## config.mk

```make
export PLATFORM = sky130hd
export DESIGN_NAME = sar_seq
export DESIGN_NICKNAME = d
export VERILOG_FILES = /design/src/rtl/sar_pkg.sv /design/src/rtl/sar_step_ctrl.sv /design/src/rtl/sar_out_coder.sv /design/src/rtl/sar_seq.sv
export SDC_FILE = /design/constraint.sdc
export NUM_CORES = 1
export LEC_CHECK = 0
export CAP_MARGIN = 15
export CORE_MARGIN = 2
export CORE_UTILIZATION = 54
export DETAILED_ROUTE_END_ITERATION = 10
export PLACE_DENSITY = 0.83
export SYNTH_ARGS = -nofsm -noshare
export SYNTH_HDL_FRONTEND = slang
export SYNTH_SLANG_ARGS = --single-unit
```

## constraint.sdc

```tcl
create_clock -name clk -period 4 [get_ports clk]
set_input_delay 0.6 -clock clk [delete_from_list [all_inputs] [get_ports clk]]
set_output_delay 0.6 -clock clk [all_outputs]
set_load 0.02 [all_outputs]
```

## src/rtl/sar_pkg.sv

```systemverilog
package sar_pkg;

    typedef enum logic [1:0] {
        PH_IDLE   = 2'd0,
        PH_SET    = 2'd1,
        PH_SAMPLE = 2'd2
    } sar_phase_t;

endpackage

```

## src/rtl/sar_step_ctrl.sv

```systemverilog
module sar_step_ctrl
    import sar_pkg::*;
#(
    parameter int W       = 8,
    parameter int SET_CYC = 1
) (
    input  logic         clk,
    input  logic         rst_n,
    input  logic         start_i,
    input  logic         cmp_hi_i,
    output logic         busy_o,
    output logic         accept_o,
    output logic         finish_o,
    output logic [W-1:0] trial_o,
    output logic [W-1:0] code_o
);

    localparam int IDX_W = (W > 1) ? $clog2(W) : 1;
    localparam int CNT_W = (SET_CYC > 1) ? $clog2(SET_CYC) : 1;
    localparam logic [W-1:0]     TOP_ONLY = {1'b1, {(W-1){1'b0}}};
    localparam logic [IDX_W-1:0] TOP_IDX  = IDX_W'(W - 1);
    localparam logic [CNT_W-1:0] CNT_LAST = CNT_W'(SET_CYC - 1);

    typedef struct packed {
        sar_phase_t       phase;
        logic [W-1:0]     trial;
        logic [IDX_W-1:0] idx;
        logic [CNT_W-1:0] cnt;
    } ctrl_state_t;

    ctrl_state_t st_q, st_d;
    logic [W-1:0] bit_mask;
    logic [W-1:0] decided;

    always_comb begin
        bit_mask = W'(1) << st_q.idx;
        decided  = cmp_hi_i ? (st_q.trial & ~bit_mask) : st_q.trial;
        accept_o = (st_q.phase == PH_IDLE) && start_i;
        finish_o = (st_q.phase == PH_SAMPLE) && (st_q.idx == '0);
        code_o   = decided;
        st_d     = st_q;
        case (st_q.phase)
            PH_IDLE: begin
                if (start_i) begin
                    st_d.phase = PH_SET;
                    st_d.trial = TOP_ONLY;
                    st_d.idx   = TOP_IDX;
                    st_d.cnt   = '0;
                end
            end
            PH_SET: begin
                if (st_q.cnt == CNT_LAST) begin
                    st_d.phase = PH_SAMPLE;
                end else begin
                    st_d.cnt = st_q.cnt + CNT_W'(1);
                end
            end
            PH_SAMPLE: begin
                if (st_q.idx == '0) begin
                    st_d.phase = PH_IDLE;
                    st_d.trial = '0;
                end else begin
                    st_d.phase = PH_SET;
                    st_d.trial = decided | (bit_mask >> 1);
                    st_d.idx   = st_q.idx - IDX_W'(1);
                    st_d.cnt   = '0;
                end
            end
            default: begin
                st_d.phase = PH_IDLE;
                st_d.trial = '0;
            end
        endcase
    end

    always_ff @(posedge clk or negedge rst_n) begin
        if (!rst_n) begin
            st_q <= '{phase: PH_IDLE, trial: '0, idx: '0, cnt: '0};
        end else begin
            st_q <= st_d;
        end
    end

    assign busy_o  = (st_q.phase != PH_IDLE);
    assign trial_o = st_q.trial;

    AST_START_TOP_BIT: assert property (@(posedge clk) disable iff (!rst_n)
        (start_i && !busy_o) |=> (trial_o == TOP_ONLY));

    AST_NO_RESTART: assert property (@(posedge clk) disable iff (!rst_n)
        (busy_o && !finish_o) |=> (busy_o && (trial_o != TOP_ONLY || $past(trial_o) == TOP_ONLY)));

    AST_IDLE_TRIAL_ZERO: assert property (@(posedge clk) disable iff (!rst_n)
        (finish_o) |=> (trial_o == '0));

endmodule

```

## src/rtl/sar_out_coder.sv

```systemverilog
module sar_out_coder #(
    parameter int W = 8
) (
    input  logic         clk,
    input  logic         rst_n,
    input  logic         accept_i,
    input  logic         bipolar_i,
    input  logic         twos_i,
    input  logic         finish_i,
    input  logic [W-1:0] code_i,
    output logic         offset_en_o,
    output logic         done_o,
    output logic [W-1:0] result_o
);

    localparam logic [W-1:0] TOP_ONLY = {1'b1, {(W-1){1'b0}}};

    typedef struct packed {
        logic         bip;
        logic         twos;
        logic         done;
        logic [W-1:0] result;
    } coder_state_t;

    coder_state_t st_q, st_d;

    always_comb begin
        st_d      = st_q;
        st_d.done = finish_i;
        if (accept_i) begin
            st_d.bip  = bipolar_i;
            st_d.twos = twos_i;
        end
        if (finish_i) begin
            st_d.result = st_q.twos ? (code_i ^ TOP_ONLY) : code_i;
        end
    end

    always_ff @(posedge clk or negedge rst_n) begin
        if (!rst_n) begin
            st_q <= '0;
        end else begin
            st_q <= st_d;
        end
    end

    assign offset_en_o = st_q.bip;
    assign done_o      = st_q.done;
    assign result_o    = st_q.result;

    AST_DONE_SINGLE: assert property (@(posedge clk) disable iff (!rst_n)
        done_o |=> !done_o);

    AST_RESULT_HOLD: assert property (@(posedge clk) disable iff (!rst_n)
        !finish_i |=> $stable(result_o));

    AST_MODE_HELD: assert property (@(posedge clk) disable iff (!rst_n)
        !accept_i |=> $stable(offset_en_o));

endmodule

```

## src/rtl/sar_seq.sv

```systemverilog
module sar_seq #(
    parameter int W       = 8,
    parameter int SET_CYC = 1
) (
    input  logic         clk,
    input  logic         rst_n,
    input  logic         start_i,
    input  logic         bipolar_i,
    input  logic         twos_i,
    input  logic         cmp_hi_i,
    output logic [W-1:0] trial_o,
    output logic         offset_en_o,
    output logic         busy_o,
    output logic         done_o,
    output logic [W-1:0] result_o
);

    logic         accept;
    logic         finish;
    logic [W-1:0] code;

    sar_step_ctrl #(
        .W       (W),
        .SET_CYC (SET_CYC)
    ) u_ctrl (
        .clk      (clk),
        .rst_n    (rst_n),
        .start_i  (start_i),
        .cmp_hi_i (cmp_hi_i),
        .busy_o   (busy_o),
        .accept_o (accept),
        .finish_o (finish),
        .trial_o  (trial_o),
        .code_o   (code)
    );

    sar_out_coder #(
        .W (W)
    ) u_coder (
        .clk         (clk),
        .rst_n       (rst_n),
        .accept_i    (accept),
        .bipolar_i   (bipolar_i),
        .twos_i      (twos_i),
        .finish_i    (finish),
        .code_i      (code),
        .offset_en_o (offset_en_o),
        .done_o      (done_o),
        .result_o    (result_o)
    );

    AST_DONE_ENDS_BUSY: assert property (@(posedge clk) disable iff (!rst_n)
        done_o |-> (!busy_o && $past(busy_o)));

    AST_DONE_IDLE_ONLY: assert property (@(posedge clk) disable iff (!rst_n)
        $rose(busy_o) |-> !done_o || $past(done_o));

endmodule

```

==> impl_metrics.env, run 1 <==
export IMPL_status="completed"
export IMPL_fin_worst_skew_ns=0.00534
export IMPL_grt_overflow_total=0
export IMPL_clock_power_share=0.196
export IMPL_criticalPathCategory="flop to primary output"
export IMPL_netlist_instances=123
export IMPL_p_int_mw=0.578
export IMPL_arrival_ns=1.68
export IMPL_floorplan_initialDensity=0.568
export IMPL_finalWeightedCongestion=0.803
export IMPL_syn_nets=134
export IMPL_clock_root_buffer="sky130_fd_sc_hd__clkbuf_4"
export IMPL_tightest_slew_ns=0.525
export IMPL_synthToLayoutAreaGrowth_pct=15.2
export IMPL_synth_distinct_cells=30
export IMPL_worstSkewPairLatency_ns=0.32
export IMPL_fin_worst_hold_slack_ns=0.481
export IMPL_nets=144
export IMPL_drc=0
export IMPL_routed_via_count=877
export IMPL_fin_crit_ns=2.28
export IMPL_total_switching_power_mw=0.315
export IMPL_comb_power_share=0.408
export IMPL_static_leakage_power_nw=0.677
export IMPL_vdd_ir_drop_max_mv=0.393
export IMPL_die_footprint_um2=2730
export IMPL_synth_seq_area_share=0.478
export IMPL_grt_max_degree=25
export IMPL_seq_power_share=0.396
export IMPL_ctsLongestPathBuffers=2
export IMPL_max_clock_freq_mhz=439
export IMPL_first_global_vias=829
export IMPL_synth_yosys_warnings=0
export IMPL_worst_setup_path_start_kind="flop"
export IMPL_drtPass1Iterations=4
export IMPL_path_clk_slew_ns=0.13
export IMPL_fp_dieW_um=52.3
export IMPL_tritoncts_clock_tree="built"
export IMPL_mean_number_of_vias_per_cell=5.48
export IMPL_tritoncts_num_buffers=3
export IMPL_wl_per_cell_um=13.2
export IMPL_drt_iter0_markers=11
export IMPL_setup_violations_final=0
export IMPL_routed_wirelength_um=2120
export IMPL_synthesis_area_um2=1260
export IMPL_biggest_area_contributors_in_the_synthesized_netlist="sky130_fd_sc_hd__dfrtp_1 48%, sky130_fd_sc_hd__buf_4 11%, sky130_fd_sc_hd__ha_1 5.0%"
export IMPL_synth_avg_cell_area_um2=10.2
export IMPL_grt_antenna_before_repair=0
export IMPL_cts_resized_gates=0
export IMPL_cts_sinks=24
export IMPL_worst_ep_required_time_ns=3.40
export IMPL_cts_htree_levels=1
export IMPL_design_portCount=25
export IMPL_max_slew_margin=0.649
export IMPL_finalSetupTns_ns=0
export IMPL_drv_cap=0
export IMPL_period_utilisation_layout=0.569
export IMPL_synth_top_area_frac=0.478
export IMPL_synth_seq_cells=24
export IMPL_finalHoldViolations=0
export IMPL_maxSlewViolCount=0
export IMPL_postCtsSetupRepairBufs=0
export IMPL_port_buffers=24
export IMPL_placementRows=17
export IMPL_yosys_area_top_type="sky130_fd_sc_hd__dfrtp_1"
export IMPL_chipHeight_um=52.3
export IMPL_post_route_cells_drive_above_1_share=0.0758
export IMPL_diodes=0
export IMPL_power_switching_fraction=0.353
export IMPL_core_region_area_um2=2210
export IMPL_grt_setup_unrepaired="false"
export IMPL_cts_hold_buf=0
export IMPL_postRouteAntennaNets=0
export IMPL_grt_usage=0.183
export IMPL_detailedPlacementHpwl_um=1520
export IMPL_power_density_nw_per_um2=617
export IMPL_wire_length_of_the_first_global_routing_pass_um=3600
export IMPL_cp_max_fo=11
export IMPL_critPathCaptureType="primary output"
export IMPL_timing_hold_worst_class="flop to flop"
## cell families after synthesis
group / count (synthesis) / synth area share
simple gates: 41 / 0.173
compound gates: 25 / 0.135
buf+inv: 24 / 0.132
flops: 24 / 0.478
fa+ha+maj: 5 / 0.0498
xor+xnor: 2 / 0.0139
mux: 2 / 0.0179
## power by group through the flow
stage / sequential (mW) / clock [mW] / combinational (mW)
6_report: 0.354 / 0.175 / 0.364
5_1_grt: 0.368 / 0.186 / 0.398
4_1_cts: 0.357 / 0.180 / 0.367
3_5_place_dp: 0.362 / 0 / 0.365
3_3_place_gp: 0.356 / 0 / 0.355
2_1_floorplan: 0.347 / 0 / 0.294
## critical path, cell delays in order, from the launching register on
cell and delay, ns:
sky130_fd_sc_hd__dfrtp_1 0.50, sky130_fd_sc_hd__or2_2 0.33, sky130_fd_sc_hd__clkdlybuf4s50_1 0.54
## stage by stage
stage | instances | setup slack, ns | power (mW) | utilization | area, um^2
floorplan | 123 | 2.53 | 0.641 | - | 1260
global placement | 155 | 2.10 | 0.712 | 0.624 | 1380
detailed placement | 155 | 2.08 | 0.726 | 0.624 | 1380
CTS | 159 | 1.71 | 0.903 | 0.648 | 1430
global route | 160 | 1.66 | 0.951 | 0.655 | 1450
finish | 160 | 1.72 | 0.894 | 0.655 | 1450
## sequential cells by signal, indices dropped and copies added (netlist names)
register / flops
u_coder.offset_en_o: 1
u_coder.st_q: 1
u_coder.done_o: 1
u_ctrl.st_q: 5
u_coder.result_o: 8
u_ctrl.trial_o: 8
## final timing paths
| kind | startpoint | end | slack (ns) | cells past startpoint |
|---|---|---|---|---|
| max reg2reg | u_ctrl.st_q[1] | u_coder.result_o[0] | 2.18 | 7 |
| max in group asynchronous | rst_n | u_ctrl.st_q[3] | 2.92 | 2 |
| min in group asynchronous | rst_n | u_ctrl.trial_o[2] | 0.61 | 1 |
| min reg2reg | u_coder.result_o[4] | u_coder.result_o[4] | 0.48 | 2 |
| min | u_coder.result_o[4] | u_coder.result_o[4] | 0.48 | 2 |
| max | u_ctrl.st_q[13] | busy_o | 1.72 | 2 |
## placed cells by master, fill, tap and decap left out, drive strengths merged
| cell | count |
|---|---|
| a21o | 1 |
| a21oi | 2 |
| a22o | 6 |
| a31oi | 1 |
| a32o | 3 |
| a32oi | 1 |
| and2 | 3 |
| and3 | 4 |
| buf | 1 |
| bufinv | 1 |
| clkbuf | 3 |
| clkdlybuf4s50 | 24 |
| dfrtp | 24 |
| ha | 5 |
| inv | 4 |
| mux2 | 2 |
| nand2 | 14 |
| nand2b | 4 |
| nand3 | 1 |
| nand3b | 1 |
| nand4b | 1 |
| nor2 | 6 |
| nor2b | 5 |
| nor3 | 1 |
| o21ai | 11 |
| or2 | 1 |
| xnor2 | 2 |
## area by class of cell
class	instances	area, um^2
Fill cell	199	763
Inverter	4	15.0
Sequential cell	24	601
Tap cell	28	35.0
Multi-Input combinational cell	75	490
Clock inverter	1	30.0
Clock buffer	3	22.5
Timing Repair Buffer	25	255
## metal layers
metal | track usage | vias to the layer above | wire (um)
li1 | - | 421 | -
met1 | 0.221 | 418 | 952
met3 | 0.0286 | 6 | 108
met2 | 0.312 | 32 | 1020
met5 | 0 | - | 0
met4 | 0.0983 | 0 | 36
## Yosys cell counts
cell                       instances
sky130_fd_sc_hd__a21o_1            1
sky130_fd_sc_hd__a21oi_1           2
sky130_fd_sc_hd__a22o_1            6
sky130_fd_sc_hd__a31oi_1           1
sky130_fd_sc_hd__a32o_1            3
sky130_fd_sc_hd__a32oi_1           1
sky130_fd_sc_hd__and2_1            3
sky130_fd_sc_hd__and3_1            4
sky130_fd_sc_hd__buf_2             1
sky130_fd_sc_hd__buf_4            18
sky130_fd_sc_hd__buf_6             1
sky130_fd_sc_hd__dfrtp_1          24
sky130_fd_sc_hd__ha_1              5
sky130_fd_sc_hd__inv_1             4
sky130_fd_sc_hd__mux2_1            2
sky130_fd_sc_hd__nand2_1          14
sky130_fd_sc_hd__nand2b_1          3
sky130_fd_sc_hd__nand2b_2          1
sky130_fd_sc_hd__nand3_1           1
sky130_fd_sc_hd__nand3b_1          1
sky130_fd_sc_hd__nand4b_1          1
sky130_fd_sc_hd__nor2_1            4
sky130_fd_sc_hd__nor2_2            2
sky130_fd_sc_hd__nor2b_1           4
sky130_fd_sc_hd__nor2b_2           1
sky130_fd_sc_hd__nor3_1            1
sky130_fd_sc_hd__o21ai_0           2
sky130_fd_sc_hd__o21ai_1           9
sky130_fd_sc_hd__or2_2             1
sky130_fd_sc_hd__xnor2_1           2
Power figures use the tool's default switching activity.
==> run 2: changes to the inputs <==
- CORE_UTILIZATION: 54 -> 50
- PLACE_DENSITY: 0.83 -> 0.78
- clock period: 4 -> 2.4 ns (I/O delays scaled with it)
==> run 2 against run 1 <==
  * Power up 53%
  * Final cell count grew 0.63%
  * Clock skew about the same
  * Wire length fell by 2.4%
  * Sequential power grew 68%
  * Critical path type unchanged
  * Critical endpoint unchanged
  * Largest power group unchanged
==> impl_metrics.env, run 2 (synthesis gave the netlist of run 1 again) <==
export IMPL_status="completed"
export IMPL_finalWeightedCongestion=0.844
export IMPL_max_slew_margin=0.721
export IMPL_cpPeakStageDelay_ns=0.54
export IMPL_synthToLayoutAreaGrowth_pct=12.4
export IMPL_grt_overflow_total=0
export IMPL_clock_power_share=0.123
export IMPL_mean_number_of_vias_per_cell=5.23
export IMPL_criticalPathCategory="flop to primary output"
export IMPL_chipHeight_um=54.2
export IMPL_drv_cap=0
export IMPL_grt_usage=0.165
export IMPL_routed_wirelength_um=2070
export IMPL_clock_root_buffer="sky130_fd_sc_hd__clkbuf_4"
export IMPL_grt_setup_unrepaired="false"
export IMPL_floorplan_initialDensity=0.517
export IMPL_commonest_cells_after_routing_fill_and_taps_aside="24 x sky130_fd_sc_hd__clkdlybuf4s50_1, 24 x sky130_fd_sc_hd__dfrtp_1, 14 x sky130_fd_sc_hd__nand2_1"
export IMPL_tritoncts_num_buffers=3
export IMPL_diodes=0
export IMPL_detailedPlacementHpwl_um=1530
export IMPL_vdd_ir_drop_max_mv=0.612
export IMPL_design_portCount=25
export IMPL_cts_resized_gates=0
export IMPL_drc=0
export IMPL_path_clk_slew_ns=0.12
export IMPL_max_clock_freq_mhz=491
export IMPL_postRouteAntennaNets=0
export IMPL_fin_crit_ns=2.04
export IMPL_dpl_instance_area_um2=1390
export IMPL_crit_path_cell_trace="or2_2 -> clkdlybuf4s50_1"
export IMPL_critPathCaptureType="primary output"
export IMPL_nets=144
export IMPL_final_design_area_no_fill_um2=1410
export IMPL_power_density_nw_per_um2=969
export IMPL_sequential_cell_area_um2=601
export IMPL_drt_iter0_markers=12
export IMPL_timing_hold_worst_class="input port to asynchronous set/reset pin"
export IMPL_grt_antenna_before_repair=0
export IMPL_finalHoldViolations=0
export IMPL_fin_worst_skew_ns=0.00576
export IMPL_wire_length_of_the_first_global_routing_pass_um=3530
export IMPL_wl_per_cell_um=12.8
export IMPL_p_int_mw=0.853
export IMPL_maxSlewViolCount=0
export IMPL_routed_via_count=842
export IMPL_cts_hold_buf=0
export IMPL_timing_critical_path_max_delay_family="buffers and inverters"
export IMPL_static_leakage_power_nw=0.660
export IMPL_seq_power_share=0.435
export IMPL_critical_path_n_buffers_inverters=1
export IMPL_reg2reg_slack_ns=0.66
export IMPL_worst_ep_required_time_ns=2.04
export IMPL_power_switching_fraction=0.377
export IMPL_cp_max_fo=11
export IMPL_post_route_cells_drive_above_1_share=0.0687
export IMPL_worstSkewPairLatency_ns=0.30
export IMPL_worst_setup_path_start_kind="flop"
export IMPL_fp_dieW_um=54.2
export IMPL_tightest_slew_ns=0.417
export IMPL_comb_power_share=0.442
export IMPL_cts_htree_levels=1
export IMPL_footprint_of_the_multi_input_gates_um2=490
export IMPL_setup_violations_final=0
export IMPL_finalSetupTns_ns=0
export IMPL_first_global_vias=784
export IMPL_n_fill_cell=213
export IMPL_postCtsSetupRepairBufs=0
export IMPL_drtPass1Iterations=4
export IMPL_cpMaxStageDelayCell="sky130_fd_sc_hd__clkdlybuf4s50_1"
export IMPL_core_region_area_um2=2430
export IMPL_arrival_ns=1.68
export IMPL_tritoncts_clock_tree="built"
export IMPL_grt_max_degree=25
export IMPL_period_utilisation_layout=0.848
export IMPL_port_buffers=24
export IMPL_placementRows=18
export IMPL_ctsLongestPathBuffers=2
export IMPL_cts_sinks=24
export IMPL_total_switching_power_mw=0.516
export IMPL_die_footprint_um2=2930
run 2: cell count changes in the layout (fill, tap and decap cells not counted), sizes merged:
cell	change
bufinv	-1
run 2: path summary, 6_finish.rpt:
path | to | cells after the start | startpoint
max in group asynchronous | u_ctrl.trial_o[4] | 2 | rst_n
max | busy_o | 2 | u_ctrl.st_q[13]
min reg2reg | u_coder.result_o[5] | 2 | u_coder.result_o[5]
min | u_coder.result_o[2] | 2 | rst_n
min in group clk | u_coder.result_o[5] | 2 | u_coder.result_o[5]
max reg2reg | u_coder.result_o[0] | 7 | u_ctrl.st_q[1]
run 2: power by group through the flow:
stage	sequential, mW	clock [mW]	combinational [mW]
2_1_floorplan	0.578	0	0.489
3_3_place_gp	0.599	0	0.598
3_5_place_dp	0.605	0	0.610
4_1_cts	0.596	0.176	0.612
5_1_grt	0.612	0.189	0.668
6_report	0.596	0.168	0.606
run 2: per-stage QoR:
step | instances | util | setup slack, ns | hold slack, ns | power, mW
floorplan | 123 | - | 0.929 | 0.0644 | 1.07
global placement | 158 | 0.572 | 0.714 | 0.455 | 1.20
detailed placement | 158 | 0.572 | 0.671 | 0.464 | 1.21
CTS | 161 | 0.581 | 0.357 | 0.403 | 1.38
global route | 161 | 0.581 | 0.297 | 0.416 | 1.47
finish | 161 | 0.581 | 0.365 | 0.396 | 1.37
run 2: per-layer routing:
| layer | global-route usage | share of wire | up-vias | wire, um |
|---|---|---|---|---|
| met4 | 0.0500 | 0.0024 | 0 | 5 |
| met5 | 0 | 0 | - | 0 |
| met1 | 0.217 | 0.47 | 399 | 972 |
| met3 | 0.0278 | 0.043 | 2 | 89 |
| li1 | - | - | 419 | - |
| met2 | 0.277 | 0.48 | 22 | 1000 |
run 2: area by class of cell:
type | count | share of cell area
clock buffer | 3 | 0.0159
inverter | 4 | 0.0106
multi-input combinational | 75 | 0.347
sequential | 24 | 0.425
tap | 30 | 0.0265
timing repair buffer | 25 | 0.175
